**src/rtl/tstamp_pkg.sv**
```systemverilog
package tstamp_pkg;
  localparam int CTL_W     = 32;
  localparam int FWD_BIT   = 3;
  localparam int CSEL_BIT  = 4;
  localparam int PSC_LO    = 8;
  localparam int FRQ_LO    = 10;
  localparam int BID_LO    = 16;
  localparam int BID_W     = 7;
  localparam int DIV_W     = 6;

  typedef enum logic [1:0] {
    GTS_OFF    = 2'b00,
    GTS_FINE   = 2'b01,
    GTS_COARSE = 2'b10,
    GTS_PKT    = 2'b11
  } gts_mode_e;

  // ticks per local count: 4 to the power of the code
  function automatic logic [DIV_W:0] psc_ratio(input logic [1:0] code);
    return (DIV_W+1)'(1) << {code, 1'b0};
  endfunction
endpackage

```
**src/rtl/tstamp_ctl_reg.sv**
```systemverilog
module tstamp_ctl_reg
  import tstamp_pkg::*;
(
  input  logic             clk,
  input  logic             rst,
  input  logic             wr_en,
  input  logic [CTL_W-1:0] wr_data,
  output logic [CTL_W-1:0] ctl_q,
  output logic             fwd_en,
  output logic             clk_sel,
  output logic [1:0]       psc,
  output gts_mode_e        mode,
  output logic [BID_W-1:0] bus_id,
  output logic             psc_restart
);
  always_ff @(posedge clk) begin
    if (rst)        ctl_q <= '0;
    else if (wr_en) ctl_q <= wr_data;
  end

  assign fwd_en      = ctl_q[FWD_BIT];
  assign clk_sel     = ctl_q[CSEL_BIT];
  assign psc         = ctl_q[PSC_LO +: 2];
  assign mode        = gts_mode_e'(ctl_q[FRQ_LO +: 2]);
  assign bus_id      = ctl_q[BID_LO +: BID_W];
  assign psc_restart = wr_en && (wr_data[PSC_LO +: 2] != ctl_q[PSC_LO +: 2]);


  wr_store_chk: assert property (@(posedge clk) disable iff (rst)
    wr_en |=> (ctl_q == $past(wr_data)));
endmodule

```
**src/rtl/tstamp_local.sv**
```systemverilog
module tstamp_local
  import tstamp_pkg::*;
#(
  parameter int LCL_W = 16
) (
  input  logic             clk,
  input  logic             rst,
  input  logic             tick,
  input  logic [1:0]       psc,
  input  logic             clk_sel,
  input  logic             line_idle,
  input  logic             restart,
  output logic [LCL_W-1:0] lcl_cnt,
  output logic             adv
);
  logic [DIV_W-1:0] div_q;
  logic [DIV_W:0]   ratio;
  logic             hold;

  assign ratio = psc_ratio(psc);
  assign hold  = clk_sel && line_idle;
  assign adv   = !hold && !restart && tick && (div_q == DIV_W'(ratio - 1'b1));

  always_ff @(posedge clk) begin
    if (rst || hold) begin
      div_q   <= '0;
      lcl_cnt <= '0;
    end else if (restart) begin
      div_q   <= '0;
    end else if (tick) begin
      if (adv) begin
        div_q   <= '0;
        lcl_cnt <= lcl_cnt + 1'b1;
      end else begin
        div_q   <= div_q + 1'b1;
      end
    end
  end


  hold_clears_chk: assert property (@(posedge clk) disable iff (rst)
    hold |=> (lcl_cnt == '0));

  step_chk: assert property (@(posedge clk) disable iff (rst)
    (lcl_cnt != $past(lcl_cnt)) |-> (lcl_cnt == LCL_W'($past(lcl_cnt) + 1'b1) || lcl_cnt == '0));

  restart_chk: assert property (@(posedge clk) disable iff (rst)
    (restart && !hold) |=> (div_q == '0 && $stable(lcl_cnt)));
endmodule

```
**src/rtl/tstamp_greq.sv**
```systemverilog
module tstamp_greq
  import tstamp_pkg::*;
#(
  parameter int GLB_W     = 48,
  parameter int FINE_LO   = 7,
  parameter int COARSE_LO = 13
) (
  input  logic                   clk,
  input  logic                   rst,
  input  gts_mode_e              mode,
  input  logic [GLB_W-1:FINE_LO] gcnt_hi,
  input  logic                   pkt_sent,
  input  logic                   fifo_empty,
  output logic                   ts_req
);
  logic [GLB_W-1:FINE_LO] prev_q;
  logic                   chg_fine, chg_coarse, pkt_hit, hit;

  assign chg_fine   = gcnt_hi != prev_q;
  assign chg_coarse = gcnt_hi[GLB_W-1:COARSE_LO] != prev_q[GLB_W-1:COARSE_LO];
  assign pkt_hit    = pkt_sent && fifo_empty;

  always_comb begin
    case (mode)
      GTS_FINE:   hit = chg_fine;
      GTS_COARSE: hit = chg_coarse;
      GTS_PKT:    hit = pkt_hit;
      default:    hit = 1'b0;
    endcase
  end

  always_ff @(posedge clk) begin
    if (rst) begin
      prev_q <= '0;
      ts_req <= 1'b0;
    end else begin
      prev_q <= gcnt_hi;
      ts_req <= hit;
    end
  end


  off_quiet_chk: assert property (@(posedge clk) disable iff (rst)
    ts_req |-> ($past(mode) != GTS_OFF));

  pkt_gate_chk: assert property (@(posedge clk) disable iff (rst)
    (ts_req && $past(mode) == GTS_PKT) |-> $past(pkt_sent && fifo_empty));

  fine_chk: assert property (@(posedge clk) disable iff (rst)
    (mode == GTS_FINE && chg_fine) |=> ts_req);

  coarse_chk: assert property (@(posedge clk) disable iff (rst)
    (mode == GTS_COARSE && chg_coarse) |=> ts_req);
endmodule

```
**src/rtl/tstamp_ctrl.sv**
```systemverilog
module tstamp_ctrl
  import tstamp_pkg::*;
#(
  parameter int GLB_W     = 48,
  parameter int LCL_W     = 16,
  parameter int FINE_LO   = 7,
  parameter int COARSE_LO = 13
) (
  input  logic             clk,
  input  logic             rst,
  input  logic             cfg_wr_en,
  input  logic [31:0]      cfg_wr_data,
  input  logic             ref_tick,
  input  logic [GLB_W-1:0] glb_count,
  input  logic             pkt_sent,
  input  logic             fifo_empty,
  input  logic             line_idle,
  output logic [31:0]      cfg_rd_data,
  output logic             ts_req,
  output logic [LCL_W-1:0] lcl_count,
  output logic             fwd_en,
  output logic [6:0]       bus_id
);
  logic       clk_sel, psc_restart, lcl_adv;
  logic [1:0] psc;
  gts_mode_e  mode;
  logic       unused_low_bits;

  assign unused_low_bits = ^{glb_count[FINE_LO-1:0], lcl_adv};

  tstamp_ctl_reg u_reg (
    .clk(clk), .rst(rst), .wr_en(cfg_wr_en), .wr_data(cfg_wr_data),
    .ctl_q(cfg_rd_data), .fwd_en(fwd_en), .clk_sel(clk_sel), .psc(psc),
    .mode(mode), .bus_id(bus_id), .psc_restart(psc_restart)
  );

  tstamp_local #(.LCL_W(LCL_W)) u_local (
    .clk(clk), .rst(rst), .tick(ref_tick), .psc(psc), .clk_sel(clk_sel),
    .line_idle(line_idle), .restart(psc_restart), .lcl_cnt(lcl_count), .adv(lcl_adv)
  );

  tstamp_greq #(.GLB_W(GLB_W), .FINE_LO(FINE_LO), .COARSE_LO(COARSE_LO)) u_greq (
    .clk(clk), .rst(rst), .mode(mode), .gcnt_hi(glb_count[GLB_W-1:FINE_LO]),
    .pkt_sent(pkt_sent), .fifo_empty(fifo_empty), .ts_req(ts_req)
  );


  reset_quiet_chk: assert property (@(posedge clk)
    $past(rst) |-> (!ts_req && lcl_count == '0 && cfg_rd_data == '0));
endmodule

```
**config.mk**
```make
export PLATFORM = sky130hd
export DESIGN_NAME = tstamp_ctrl
export DESIGN_NICKNAME = d
export VERILOG_FILES = /design/src/rtl/tstamp_pkg.sv /design/src/rtl/tstamp_ctl_reg.sv /design/src/rtl/tstamp_local.sv /design/src/rtl/tstamp_greq.sv /design/src/rtl/tstamp_ctrl.sv
export SDC_FILE = /design/constraint.sdc
export NUM_CORES = 1
export LEC_CHECK = 0
export BUFFER_PORTS_ARGS = -buffer_cell sky130_fd_sc_hd__buf_2
export CAP_MARGIN = 15
export CORE_MARGIN = 3
export CORE_UTILIZATION = 30
export DETAILED_ROUTE_END_ITERATION = 8
export GPL_ROUTABILITY_DRIVEN = 0
export GPL_TIMING_DRIVEN = 0
export HOLD_SLACK_MARGIN = 0.15
export SETUP_SLACK_MARGIN = 0.1
export SYNTH_ARGS = -nofsm -noshare
export SYNTH_HDL_FRONTEND = slang
export SYNTH_SLANG_ARGS = --single-unit
export TNS_END_PERCENT = 30
```
**constraint.sdc**
```tcl
create_clock -name clk -period 2.6 [get_ports clk]
set_clock_uncertainty 0.2 [all_clocks]
set_input_delay 0.39 -clock clk [delete_from_list [all_inputs] [get_ports clk]]
set_output_delay 0.39 -clock clk [all_outputs]
set_load 0.005 [all_outputs]
```
Word level (Yosys, flattened, before mapping)
Index checks and enable logic that the tools add are counted.
Widths: inputs -> output; s select.
{ "word_totals": {"reg_bits": 96, "input_bits": 87, "output_inout_bits": 57, "word_cells": 30} }
{ "op_classes": {"n_addsub": 3, "n_eq_ne": 7, "shifts": 1, "mux": 2, "bitwise_logic": 1, "n_reduce_logical": 11} }
{ "ops": {"columns": ["cell", "count"], "rows": [
  ["$ne 41x41->1", 1],
  ["$ne 35x35->1", 1],
  ["$add 16x1->16 const B", 1],
  ["$add 6x1->6 const B", 1],
  ["$eq 6x6->1", 1],
  ["$logic_and 1x1->1", 6],
  ["$mux 6", 1],
  ["$shl 1x3->6 const A", 1],
  ["$sub 6x1->6 const B", 1],
  ["$eq 2x2->1 const B", 2],
  ["$pmux 1 s3", 1],
  ["$reduce_and 3->1", 1],
  ["$eq 2x1->1 const B", 1],
  ["$logic_not 1->1", 2],
  ["$ne 2x2->1", 1],
  ["$reduce_or 2->1", 1],
  ["$logic_or 1x1->1", 1],
  ["$not 1->1", 1]
]} }

Depth between registers and ports, before layout
{ "logic_depth": {"ltp_word": 7, "ltp_mapped": 8, "ltp_nobuf": 7} }

Modules after synthesis
Synthesis repeated with hierarchy kept, for this count alone.
{ "hier_totals": {"cells_unflattened": 408, "area_unflattened_um2": 4146.5} }
{ "by_module_without_submodules": {"columns": ["mod", "instances", "cells_each", "area_each_um2", "seq_area_each_um2"], "rows": [
  ["tstamp_greq", 1, 146, 1586.5, 840.8],
  ["tstamp_ctl_reg", 1, 119, 1287.5, 640.6],
  ["tstamp_local", 1, 143, 1272.5, 440.4]
]} }

Worst setup path before layout
No wires, ideal clock.
{ "synth_path": {"path_type": "reg-to-reg", "from": "register u_reg.ctl_q[8]", "to": "register u_local.lcl_cnt[13]", "setup_time_ps": 115, "arrival_ps": 2463, "t_required_ps": 2285, "slack_ps": -178, "path_stages_with_launch": 9, "path_buffers": 1, "synth_period_minus_slack_ps": 2778, "path_cell_list": "dfxtp_1 or2_2 ha_1 xnor2_1 or3_1 buf_2 or3_4 o31a_2 o21a_1"} }
{ "synth_via": {"elab_chain_len": 7, "word_cells_on_any_way": 11, "classes_between": "add/sub: 1; eq/ne: 2; shift: 1; bitwise: 1; reduce/logical: 6"} }
{ "synth_lines": {"columns": ["item", "line", "source"], "rows": [
  ["start: declaration", "tstamp_ctl_reg.sv:8", "output logic [CTL_W-1:0] ctl_q,"],
  ["start signal: assignment", "tstamp_ctl_reg.sv:18", "else if (wr_en) ctl_q <= wr_data;"],
  ["parallel branches: the longest is 6 deep, another holds $sub 6x1->6", null, null],
  ["$reduce_and 3->1 (no source line) *", null, null],
  ["end signal: assignment", "tstamp_local.sv:33", "lcl_cnt <= lcl_cnt + 1'b1;"],
  ["end: declaration", "tstamp_local.sv:13", "output logic [LCL_W-1:0] lcl_cnt,"]
]} }
Mark *: on every way between the ends.
A chain may end at the register's enable or synchronous reset.

Final worst setup path
{ "layout_path": {"from": "register u_reg.ctl_q[9]", "to": "register u_local.lcl_cnt[12]"} }
The elaborated chain is that of the path after synthesis.

==> impl_metrics.toml <==
[run_status]
status = "finished, violations left"
violations = "negative setup slack"

[grt]
grt-ovfl-total = 0
track_usage_pct = 15.3
antenna_found_initial = 0
grt_max_degree = 20
grt_pass1_wl_mm = 18.0
grt_pass1_vias = 3794

[synth]
synth_seq_cells = 96
ys.flop_type = "dfxtp_1"
syn_area_per_cell_sq_um = 9.92
synth-edff-count = 0
synth_area_sq_mm = 0.00399
postSynth.asyncResetShare_pct = 0
synth_cell_type_count = 46
syn_nets = 492
syn_inst = 402
ys_seq_area_share_pct = 48.2
yosysWarnings = 0

[timing]
setup_slack_ns = -0.0607
fmaxAchievable_mhz = 376
maxSlewHeadroom_pct = 43.9
worst_pin_slew_ns = 0.841
hold_ws_ns = 0.202
period_share_pct = 102
hold_viol = 0
grt_setup_unrepaired = "yes"
period_minus_slack_ns = 2.66
setup-violations-final = 3
drv_slew = 0

[hold_path]
hold_class = "in -> reg"

[die]
die-area_sq_mm = 0.0147
rows = 41
die_x_um = 121
floorplan.initialDensity_pct = 31.1
io_pins = 144
core_region_area_sq_mm = 0.0128
fp.dieH_um = 121

[worst_setup_path]
start_kind = "register"
path_class = "reg -> reg"
cp_data_required_time_ns = 2.68
crit_fanout = 7
cp_data_arrival_time_ns = 2.74
critPathCaptureType = "register"

[route]
drt_iter0_drc = 105
firstDrtPassIters = 6
ant_nets = 0
drc = 0
post_drt_wl_per_cell_um = 13.6
totalWireLength_mm = 10.9
viasPerCell = 4.49
vias = 3587

[placed_design]
dp_hpwl_mm = 7.31
post_dp_cell_area_sq_mm = 0.00490
port_buffers = 135

[clock_tree]
clkSinkCount = 96
cts_tree = "built"
cts_made_buffers = 9
cts-htree-levels = 3
root_buffer = "clkbuf_16"
clk_latency_ns = 0.35
clkTransAtPathRegs_ns = 0.07
clockBufferDepth = 2

[finish]
fin_nets = 712
nFillCells = 1203
syn2layout_area_growth_pct = 49.7
fin_util_pct = 46.5
finalInstanceArea_sq_mm = 0.00597
diodes = 0
drive_above_1_share_pct = 28.1

[power]
vdd_drop_max_uv = 328
power.leakage_uw = 0.00277
power_density_mw_per_mm2 = 564

[run]
cap_violations = 0
logic make-up (layout without fill, tap and decap cells):
| family | Yosys count | count (layout) | synth area share (%) |
|---|---|---|---|
| simple gates | 150 | 150 | 19.8 |
| flops | 96 | 96 | 48.2 |
| xor+xnor | 54 | 54 | 11.9 |
| compound gates | 39 | 39 | 7.15 |
| mux | 35 | 35 | 8.79 |
| buf+inv | 25 | 250 | 3.23 |
| fa+ha+maj | 3 | 3 | 0.941 |
Yosys cell counts (3+ instances only):
library cell	count	area, sq um
o21ai_0	7	35.0
and2_1	3	18.8
nor4_1	12	75.1
clkbuf_1	10	37.5
ha_1	3	37.5
xor2_1	44	385
a2111oi_0	3	26.3
nor2_1	47	176
nand2_1	16	60.1
dfxtp_1	96	1920
nand3_1	5	25.0
or3_1	3	18.8
or4_1	3	22.5
nor2b_1	41	257
mux2i_1	35	350
nand4_1	8	50.1
xnor2_1	10	87.6
buf_1	3	11.3
a21oi_1	8	40.0
buf_4	9	67.6
nand2b_1	3	18.8
metal layers:
metal	vias to the layer above	global-route usage, %	part of all wire, %
li1	1808	-	-
met1	1654	17.7	43
met2	108	27.0	50
met3	17	4.99	5.9
met4	0	4.69	1.4
met5	-	0	0
report_power, final:
part	switching, uW	internal, uW	leakage, uW
sequential	41.3	1540	0.000793
combinational	200	262	0.00182
clock	645	683	0.000149
layout make-up:
cell class                 count  area [sq um]  area share (%)
timing repair buffer         209          1410            23.7
sequential                    96          1930            32.3
inverter                       2          7.51           0.126
tap                          172           215            3.61
clock inverter                 7          70.1            1.17
clock buffer                   9           225            3.77
buffer                        23           128            2.14
multi-input combinational    281          1980            33.2
flip-flops by register name, summed over array words and instances, names as in the netlist:
signal / cells
u_greq.ts_req: 1
u_local.div_q: 6
u_local.lcl_cnt: 16
u_greq.prev_q: 41
u_reg.ctl_q: 32
repair_timing:
| action | 4_1_cts | 5_1_grt |
|---|---|---|
| resized for setup | 2 | 4 |
| endpoints found under the setup margin | 11 | 14 |
| hold endpoints to repair | 73 | 0 |
| pin swaps | 2 | 2 |
| hold buffers | 73 | 0 |
| setup buffers | 0 | 1 |
worst max-delay path: stages (launching register included):
cell	delay, ns
dfxtp_4	0.37
or2_4	0.28
ha_4	0.25
xnor2_2	0.13
or3_1	0.33
buf_6	0.15
or3_4	0.35
or4_1	0.43
a21oi_2	0.12
path summary, 6_finish.rpt:
kind | startpoint | depth (start not counted) | endpoint | slack, ns
min | ref_tick | 3 | u_local.div_q[0]$_SDFFE_PP0P_ | 0.20
max | u_reg.ctl_q[9]$_SDFFE_PP0P_ | 8 | u_local.lcl_cnt[12]$_SDFFE_PP0P_ | -0.06
min reg2reg | u_reg.ctl_q[12]$_SDFFE_PP0P_ | 2 | u_reg.ctl_q[12]$_SDFFE_PP0P_ | 0.29
max reg2reg | u_reg.ctl_q[9]$_SDFFE_PP0P_ | 8 | u_local.lcl_cnt[12]$_SDFFE_PP0P_ | -0.06
layout by cell type (no fill, tap or decap), drive strengths merged, types with 12 or more instances in the layout:
cell	instances
dfxtp	96
dlygate4sd3	73
nand2	16
xor2	44
mux2i	35
buf	149
nor2	47
nor2b	41
nor4	12
clkbuf	19
per-stage QoR:
stage | setup slack (ns) | total power [uW] | instances | TNS [ns]
finish | -0.0607 | 3370 | 799 | -0.130
global route | -0.113 | 3530 | 799 | -0.522
CTS | -0.0520 | 3410 | 798 | -0.0968
detailed placement | -0.0898 | 1980 | 709 | -0.317
global placement | -0.0396 | 1970 | 709 | -0.152
floorplan | 0.0385 | 1820 | 402 | 0
(Power assumes the default switching activity.)
